`src/rtl/tcam_age.sv`:
```
module tcam_age #(
  parameter int ENTRIES = 16,
  parameter int WIDTH   = 32,
  localparam int IDXW   = $clog2(ENTRIES)
) (
  input  logic             clk,
  input  logic             rst_n,
  input  logic             cmd_valid,
  input  logic [2:0]       cmd_op,
  input  logic [IDXW-1:0]  cmd_addr,
  input  logic [WIDTH-1:0] cmd_key,
  input  logic [WIDTH-1:0] cmd_care,
  input  logic             cmd_perm,
  output logic             res_valid,
  output logic             res_hit,
  output logic             res_full,
  output logic [IDXW-1:0]  res_addr,
  output logic [WIDTH-1:0] res_key,
  output logic [WIDTH-1:0] res_care,
  output logic [3:0]       res_status
);
  localparam logic [2:0] OP_WR = 3'd1, OP_RD = 3'd2, OP_SRCH = 3'd3, OP_NEXT = 3'd4,
                         OP_SWEEP = 3'd5, OP_LEARN = 3'd6, OP_CLRSKIP = 3'd7;

  logic [WIDTH-1:0] key_q  [ENTRIES];
  logic [WIDTH-1:0] care_q [ENTRIES];
  logic [ENTRIES-1:0] empty_q, skip_q, perm_q, age_q, hit_vec;
  logic               last_ok;
  logic [IDXW-1:0]    last_idx, hit_idx, free_idx;
  logic               hit_any, free_any, step;

  assign step = cmd_op == OP_NEXT && last_ok;

  always_comb begin
    for (int i = 0; i < ENTRIES; i++)
      hit_vec[i] = !empty_q[i] && !skip_q[i] && !(step && last_idx == IDXW'(i)) &&
                   (((key_q[i] ^ cmd_key) & care_q[i]) == '0);
  end

  always_comb begin
    hit_idx = '0;
    free_idx = '0;
    for (int i = ENTRIES - 1; i >= 0; i--) begin
      if (hit_vec[i]) hit_idx = IDXW'(i);
      if (empty_q[i]) free_idx = IDXW'(i);
    end
  end

  assign hit_any  = |hit_vec;
  assign free_any = |empty_q;

  always_ff @(posedge clk) begin
    if (!rst_n) begin
      for (int i = 0; i < ENTRIES; i++) begin
        key_q[i]  <= '0;
        care_q[i] <= '0;
      end
      empty_q <= '1; skip_q <= '0; perm_q <= '0; age_q <= '0;
      last_ok <= 1'b0; last_idx <= '0;
      res_valid <= 1'b0; res_hit <= 1'b0; res_full <= 1'b0; res_addr <= '0;
      res_key <= '0; res_care <= '0; res_status <= '0;
    end else begin
      res_valid <= cmd_valid;
      if (cmd_valid) begin
        res_hit  <= 1'b0;
        res_full <= 1'b0;
        last_ok  <= 1'b0;
        case (cmd_op)
          OP_WR: begin
            key_q[cmd_addr]   <= cmd_key;
            care_q[cmd_addr]  <= cmd_care;
            perm_q[cmd_addr]  <= cmd_perm;
            empty_q[cmd_addr] <= 1'b0;
            skip_q[cmd_addr]  <= 1'b0;
            age_q[cmd_addr]   <= 1'b0;
            res_addr <= cmd_addr;
          end
          OP_RD: begin
            res_addr   <= cmd_addr;
            res_key    <= key_q[cmd_addr];
            res_care   <= care_q[cmd_addr];
            res_status <= {empty_q[cmd_addr], skip_q[cmd_addr], perm_q[cmd_addr], age_q[cmd_addr]};
          end
          OP_SRCH, OP_NEXT: begin
            if (step) skip_q[last_idx] <= 1'b1;
            res_hit  <= hit_any;
            res_addr <= hit_idx;
            last_ok  <= hit_any;
            last_idx <= hit_idx;
            if (hit_any) age_q[hit_idx] <= 1'b1;
          end
          OP_SWEEP: begin
            for (int i = 0; i < ENTRIES; i++)
              if (!empty_q[i] && !perm_q[i] && !age_q[i]) empty_q[i] <= 1'b1;
            age_q <= '0;
          end
          OP_LEARN: begin
            if (hit_any) begin
              res_hit  <= 1'b1;
              res_addr <= hit_idx;
              age_q[hit_idx] <= 1'b1;
            end else if (free_any) begin
              key_q[free_idx]   <= cmd_key;
              care_q[free_idx]  <= '1;
              perm_q[free_idx]  <= 1'b0;
              empty_q[free_idx] <= 1'b0;
              skip_q[free_idx]  <= 1'b0;
              age_q[free_idx]   <= 1'b0;
              res_addr <= free_idx;
            end else begin
              res_full <= 1'b1;
            end
          end
          OP_CLRSKIP: skip_q <= '0;
          default: ;
        endcase
      end
    end
  end

  AST_RES_LATENCY: assert property (@(posedge clk) disable iff (!rst_n) cmd_valid |=> res_valid);
  AST_RES_IDLE: assert property (@(posedge clk) disable iff (!rst_n) !cmd_valid |=> !res_valid);
  AST_HIT_FULL_EXCL: assert property (@(posedge clk) disable iff (!rst_n) !(res_hit && res_full));
  AST_HIT_NOT_EMPTY: assert property (@(posedge clk) disable iff (!rst_n) res_valid && res_hit |-> !empty_q[res_addr]);
  AST_AGE_ON_HIT: assert property (@(posedge clk) disable iff (!rst_n) res_valid && res_hit |-> age_q[res_addr]);
  AST_SKIP_ON_NEXT: assert property (@(posedge clk) disable iff (!rst_n)
    cmd_valid && step |=> skip_q[$past(last_idx)]);

  for (genvar g = 0; g < ENTRIES; g++) begin : g_chk
    AST_PERM_KEPT: assert property (@(posedge clk) disable iff (!rst_n)
      cmd_valid && cmd_op == OP_SWEEP && !empty_q[g] && perm_q[g] |=> !empty_q[g]);
  end
endmodule

```
`config.mk`:
```
export PLATFORM = sky130hd
export DESIGN_NAME = tcam_age
export DESIGN_NICKNAME = d
export VERILOG_FILES = /design/src/rtl/tcam_age.sv
export SDC_FILE = /design/constraint.sdc
export NUM_CORES = 2
export LEC_CHECK = 0
export ABC_CLOCK_PERIOD_IN_PS = 5800
export BUFFER_PORTS_ARGS = -buffer_cell sky130_fd_sc_hd__clkbuf_2
export CORE_UTILIZATION = 55
export DETAILED_ROUTE_END_ITERATION = 7
export PLACE_DENSITY_LB_ADDON = 0.08
export SYNTH_ARGS = -nofsm -noshare
export SYNTH_HDL_FRONTEND = slang
export SYNTH_SLANG_ARGS = --single-unit
```
`constraint.sdc`:
```
create_clock -name clk -period 5.8 [get_ports clk]
set_clock_uncertainty 0.05 [all_clocks]
set_input_delay 1.16 -clock clk [delete_from_list [all_inputs] [get_ports clk]]
set_output_delay 1.16 -clock clk [all_outputs]
set_load 0.02 [all_outputs]
```
Yosys cells after proc, flatten, opt, wreduce, memory -nomap -nowiden:

Memories as Yosys holds them, arrays and structs flattened. A register that Yosys moved wholly into a read port is not among the register bits.
Cells that the tools add are included.

* $add $sub $neg: 0
* multipliers: 0
* div/mod/pow operators: 0
* magnitude comparators: 8
* equal/unequal tests: 43
* shifts and indexed selects: 0
* mux-type cells: 111
* bitwise operators: 43
* reduce and logical (&&, ||, !) cells: 235

Operator list (count)
* $and 32x32->32: 16
* $logic_not 32->1: 16
* $xor 32x32->32: 16
* $mux 16: 10
* $mux 4: 38
* $mux 32: 4
* $pmux 16 s4: 2
* $reduce_or 32->1: 4
* $and 16x16->16: 7
* $logic_and 1x1->1: 101
* $reduce_and 5->1: 17
* $logic_not 1->1: 82
* $pmux 16 s3: 1
* $mux 1: 44
* $ne 2x2->1 const B: 20
* $eq 4x4->1 const B: 8
* $not 16->16: 2
* $or 16x16->16: 2
* $pmux 16 s2: 1
* $reduce_or 16->1: 2
* $lt 4x5->1 const B: 4
* $bmux 1 s4: 4
* $bwmux 16: 1
* $demux 1 s4: 4
* 18 further kinds: 34

* register bits after elaboration: 80
* latch bits: 0
* RAM bits: 1024
* memory bits (read-only): 0
* input port bits: 75
* output and inout port bits: 75
* word-level logic and storage cells: 468
* memories kept: 2

Memory list
* care_q: words 16, bits a word 32, rd ports 17, clocked after memory_dff 1, wr ports 16, line 26 `logic [WIDTH-1:0] care_q [ENTRIES];`
* key_q: words 16, bits a word 32, rd ports 17, clocked after memory_dff 1, wr ports 16, line 25 `logic [WIDTH-1:0] key_q [ENTRIES];`

Logic depth before layout (Yosys ltp):

* depth in word-level cells: 29
* mapped depth: 16
* depth with buffers taken out: 10

Least setup slack after synthesis:

OpenSTA, ideal clock, no wires.

* path type: input to register
* from: input cmd_op[2]
* to: memory care_q[0][0], enable pin
* library setup time: 0.423 ns
* data arrival time: 5.261 ns
* required time: 5.327 ns
* slack: 0.065 ns
* cell stages on the path: 14
* buffers on the path: 4
* path through: buf_4 -> or3b_1 -> nor2_2 -> nand2_1 -> or3_1 -> nand4b_2 -> nand4_4 -> nor4_4 -> a31oi_1 -> buf_2 -> or4_1 -> buf_2 -> buf_6 -> nand2_1

RTL lines
* start, declared: line 9 `input logic [2:0] cmd_op,`
* end, declared: line 26

Worst setup path after layout:

* from: input cmd_key[12]
* to: register age_q[1]

* longest elaborated chain between the ends: 27
* elaborated cells on any way between the ends: 93
* those cells by class: order compare: 2; eq/ne: 2; mux: 21; bitwise: 33; reduce/logical: 35

Ends and longest elaborated chain
* start, declared: line 11 `input logic [WIDTH-1:0] cmd_key,`
* $xor 32x32->32: line 37 `(((key_q[i] ^ cmd_key) & care_q[i]) == '0);`
* $and 32x32->32: line 37
* $logic_not 32->1: line 37
* $logic_and 1x1->1: line 36 `hit_vec[i] = !empty_q[i] && !skip_q[i] && !(step && last_idx == IDXW'(i)) &&`
* $mux 4 (16 in series): line 44 `if (hit_vec[i]) hit_idx = IDXW'(i);`
* $lt 4x5->1 (implied by the code) or $ge 4x1->1 (tied branches): line 90, 101
* $logic_and 1x1->1 (implied by the code): line 90, 101
* $mux 1 (implied by the code): line 90, 101
* $demux 1 s4: line 90, 101
* $or 16x16->16 (no line)
* $mux 16, on equally long branches: line 98, 90
* $pmux 16 s4: line 68 `case (cmd_op)`
* end signal, assigned by index: line 90 `if (hit_any) age_q[hit_idx] <= 1'b1;`
* end signal, assigned: line 95 `age_q <= '0;`
* end signal, assigned by index: line 101 `age_q[hit_idx] <= 1'b1;`
* end, declared: line 27 `logic [ENTRIES-1:0] empty_q, skip_q, perm_q, age_q, hit_vec;`

Several ways; a longest one is shown, not always the timed one. The select of a mux whose other input is x is not followed.
A chain may end at the register's enable or synchronous reset.

==> results.cfg <==
[status]
status = finished, violations left
violations = design-rule violations

[cts]
ctsHoldBuffers = 0
cts.path.max_buffers = 3
cts.sinks = 1168
clkLatencyLatePin_ns = 0.78
ctsRootBufferMaster = clkbuf_16
cts_tree = done
cts-resized-gates = 0
cts_setup_buffers = 0
cts.clk_slew.worst_paths_ns = 0.06
cts_buffers = 133
h-tree-depth = 4

[sta]
setup_viol = 0
post-route-period-util_pct = 84.2
hold_viol_final = 0
hold_ws_ns = 0.402
drv_slew = 0
fmax_mhz = 205
setup_tns_ns = 0
rsz0062_at_grt = no
slew_headroom_pct = 11.7
setup_slack_ns = 0.919
finalCriticalPeriod_ns = 4.88
worst_pin_slew_ns = 1.32

[global_route]
grt_most_used_layer = met2
overflow = 0
grt_usage_pct = 46.5
grt_max_degree = 115
grt_pass1_vias = 41100
antenna_found_initial = 36
globalRouteMet3Util_pct = 15.1
grt_pass1_wl_um = 339000
grtUsageMet1_pct = 61.0
met2_usage_pct = 66.6

[worst_setup_path]
slowest_delay_ns = 0.53
worstPathRequired_ns = 6.43
critPathSlowestCell = or4b_1
cp_num_buf_inv = 4
start_kind = input pin
critical_path.most_common_cell = buf_4
critical_path.max_fanout = 17
path_delay_family = compound AO/OA/AOI/OAI gates
path_cells = clkbuf_2 -> buf_4 -> xor2_1 -> a22oi_1 -> nand3_1 -> nor3_1 -> o2111ai_1 -> buf_4 -> o21ai_0 -> a221oi_1 -> o31ai_1 -> buf_4 -> or4b_1 -> a221oi_1
worstPathArrival_ns = 5.51
crit_cells = 14
endpoint_kind = flop
worstSetupPathType = input pin to flop
r2r_cells = 13
reg2reg_slack_ns = 1.12

[hold_path]
hold_class = flop to flop
min_path_cells = 2

[route]
viasPerCell = 6.89
vias = 43600
drt-total-wl_um = 253000
wl_per_cell_um = 40.0
dr.pass1.iters = 8
antenna_left = 0
drtIter0Drc = 7500
drcViolationCount = 8

[logic_synthesis]
syn_inst = 4606
ys.flop_type = edfxtp_1
synth_nets = 4681
syn_area_per_cell_um2 = 12.9
synthTopCellsByArea = edfxtp_1 52%, mux4_2 13%, xor2_1 7.6%, dfxtp_1 4.9%, and2_1 4.5%
synth_area_um2 = 59400
yosysMostFrequentCell = edfxtp_1
synth_edf_count = 1024
ys_seq_elements = 1168
synth_cell_types = 71
yosys_warnings = 0
yosys.area.top_type = edfxtp_1
ys_top_cells_by_count = 1,024 x edfxtp_1, 610 x nor2_1, 513 x xor2_1
yosysSeqAreaShare_pct = 56.7
synthArstFlopShare_pct = 0
synth_top_cell_area_share_pct = 51.8

[floorplanning]
fp.dieW_um = 331
dieArea_um2 = 109000
core_region_area_um2 = 107000
rows = 120
ioPinCount = 150
initial_core_util_pct = 55.4
die_y_um = 331

[cells_and_area]
area_growth_pct = 15.4
fin_area_um2 = 68500
fin_util_pct = 64.0
nNetsFinal = 4883
drive_gt1_share_pct = 21.4

[placement]
place_hpwl_um = 188000
portBuffers = 149
dpl_cell_area_um2 = 64400
post-place-ws_ns = 0.393
gp_congestion = 1.03

[flow_run]
cap_violations = 0

[power]
ir_worst_vdd_uv = 257
power_leakage_nw = 25.1
power_density_nw_per_um2 = 295
-- metal layers --
layer	wire, um	vias up
li1	-	17400
met1	88500	22000
met2	108000	3529
met3	36400	693
met4	19700	24
met5	173	-
-- registers in the layout, indices dropped and copies added (netlist names), 4 cells and up --
signal      count
age_q          16
key_q         512
res_status      4
empty_q        16
skip_q         16
res_key        32
res_addr        4
res_care       32
care_q        512
last_idx        4
perm_q         16
-- worst register-to-register path, delay by kind of cell, from the launching register on --
kind	cells	cell delay, ns
buf+inv	3	0.65
simple gates	3	1.35
compound gates	6	1.97
xor+xnor	1	0.16
flops	1	0.41
-- layout by cell type, fill, tap and decap left out, types with 16 or more instances in the layout --
cell          n
edfxtp_1   1024
nor2_1      601
xor2_1      513
and2_1      429
mux4_2      340
buf_4       224
nand2_1     219
a22oi_1     195
dfxtp_1     144
clkbuf_2    144
clkbuf_16   137
a21oi_1     126
nor2b_1     112
buf_12      111
nand4_1      51
o21ai_0      46
clkbuf_1     45
a211oi_1     41
nor3_1       39
nand3_1      32
a31oi_1      24
clkinv_1     21
a221oi_1     19
a22o_1       16
nand2_4      16
-- final timing paths --
path                               startpoint           end
worst min-delay path             res_care[11]  res_care[11]
worst min register to register   res_care[11]  res_care[11]
worst max-delay path              cmd_key[12]      age_q[1]
worst max register to register  key_q[11][27]      age_q[1]
-- final cells by class --
type	instances	area, um^2
fillers	8191	38500
flip-flops and latches	1168	33600
multi-input cells	3010	24300
repair buffers	482	4670
clock buffers	189	3690
well taps	1403	1760
clock inverters	54	419
inverters	13	51.3
diodes	6	15.0
-- through the flow --
step | total power, mW | std cells
after floorplan | 10.9 | 4606
after global placement | 12.1 | 6076
after detailed placement | 12.1 | 6076
after CTS | 20.1 | 6319
after global routing | 20.5 | 6320
final | 20.2 | 6325
-- logic make-up after synthesis --
logic type,synth area share (%)
flip-flops,56.7
AND/OR/NAND/NOR,13.2
multiplexers,12.9
buffers and inverters,3.01
XOR/XNOR,7.58
AO/OA/AOI/OAI,6.67
-- power breakdown --
| part | switching, mW | internal, mW |
|---|---|---|
| Clock | 3.54 | 4.63 |
| Combinational | 1.57 | 0.810 |
| Sequential | 0.227 | 9.40 |
Note: power is estimated with default switching activity, not from simulation.
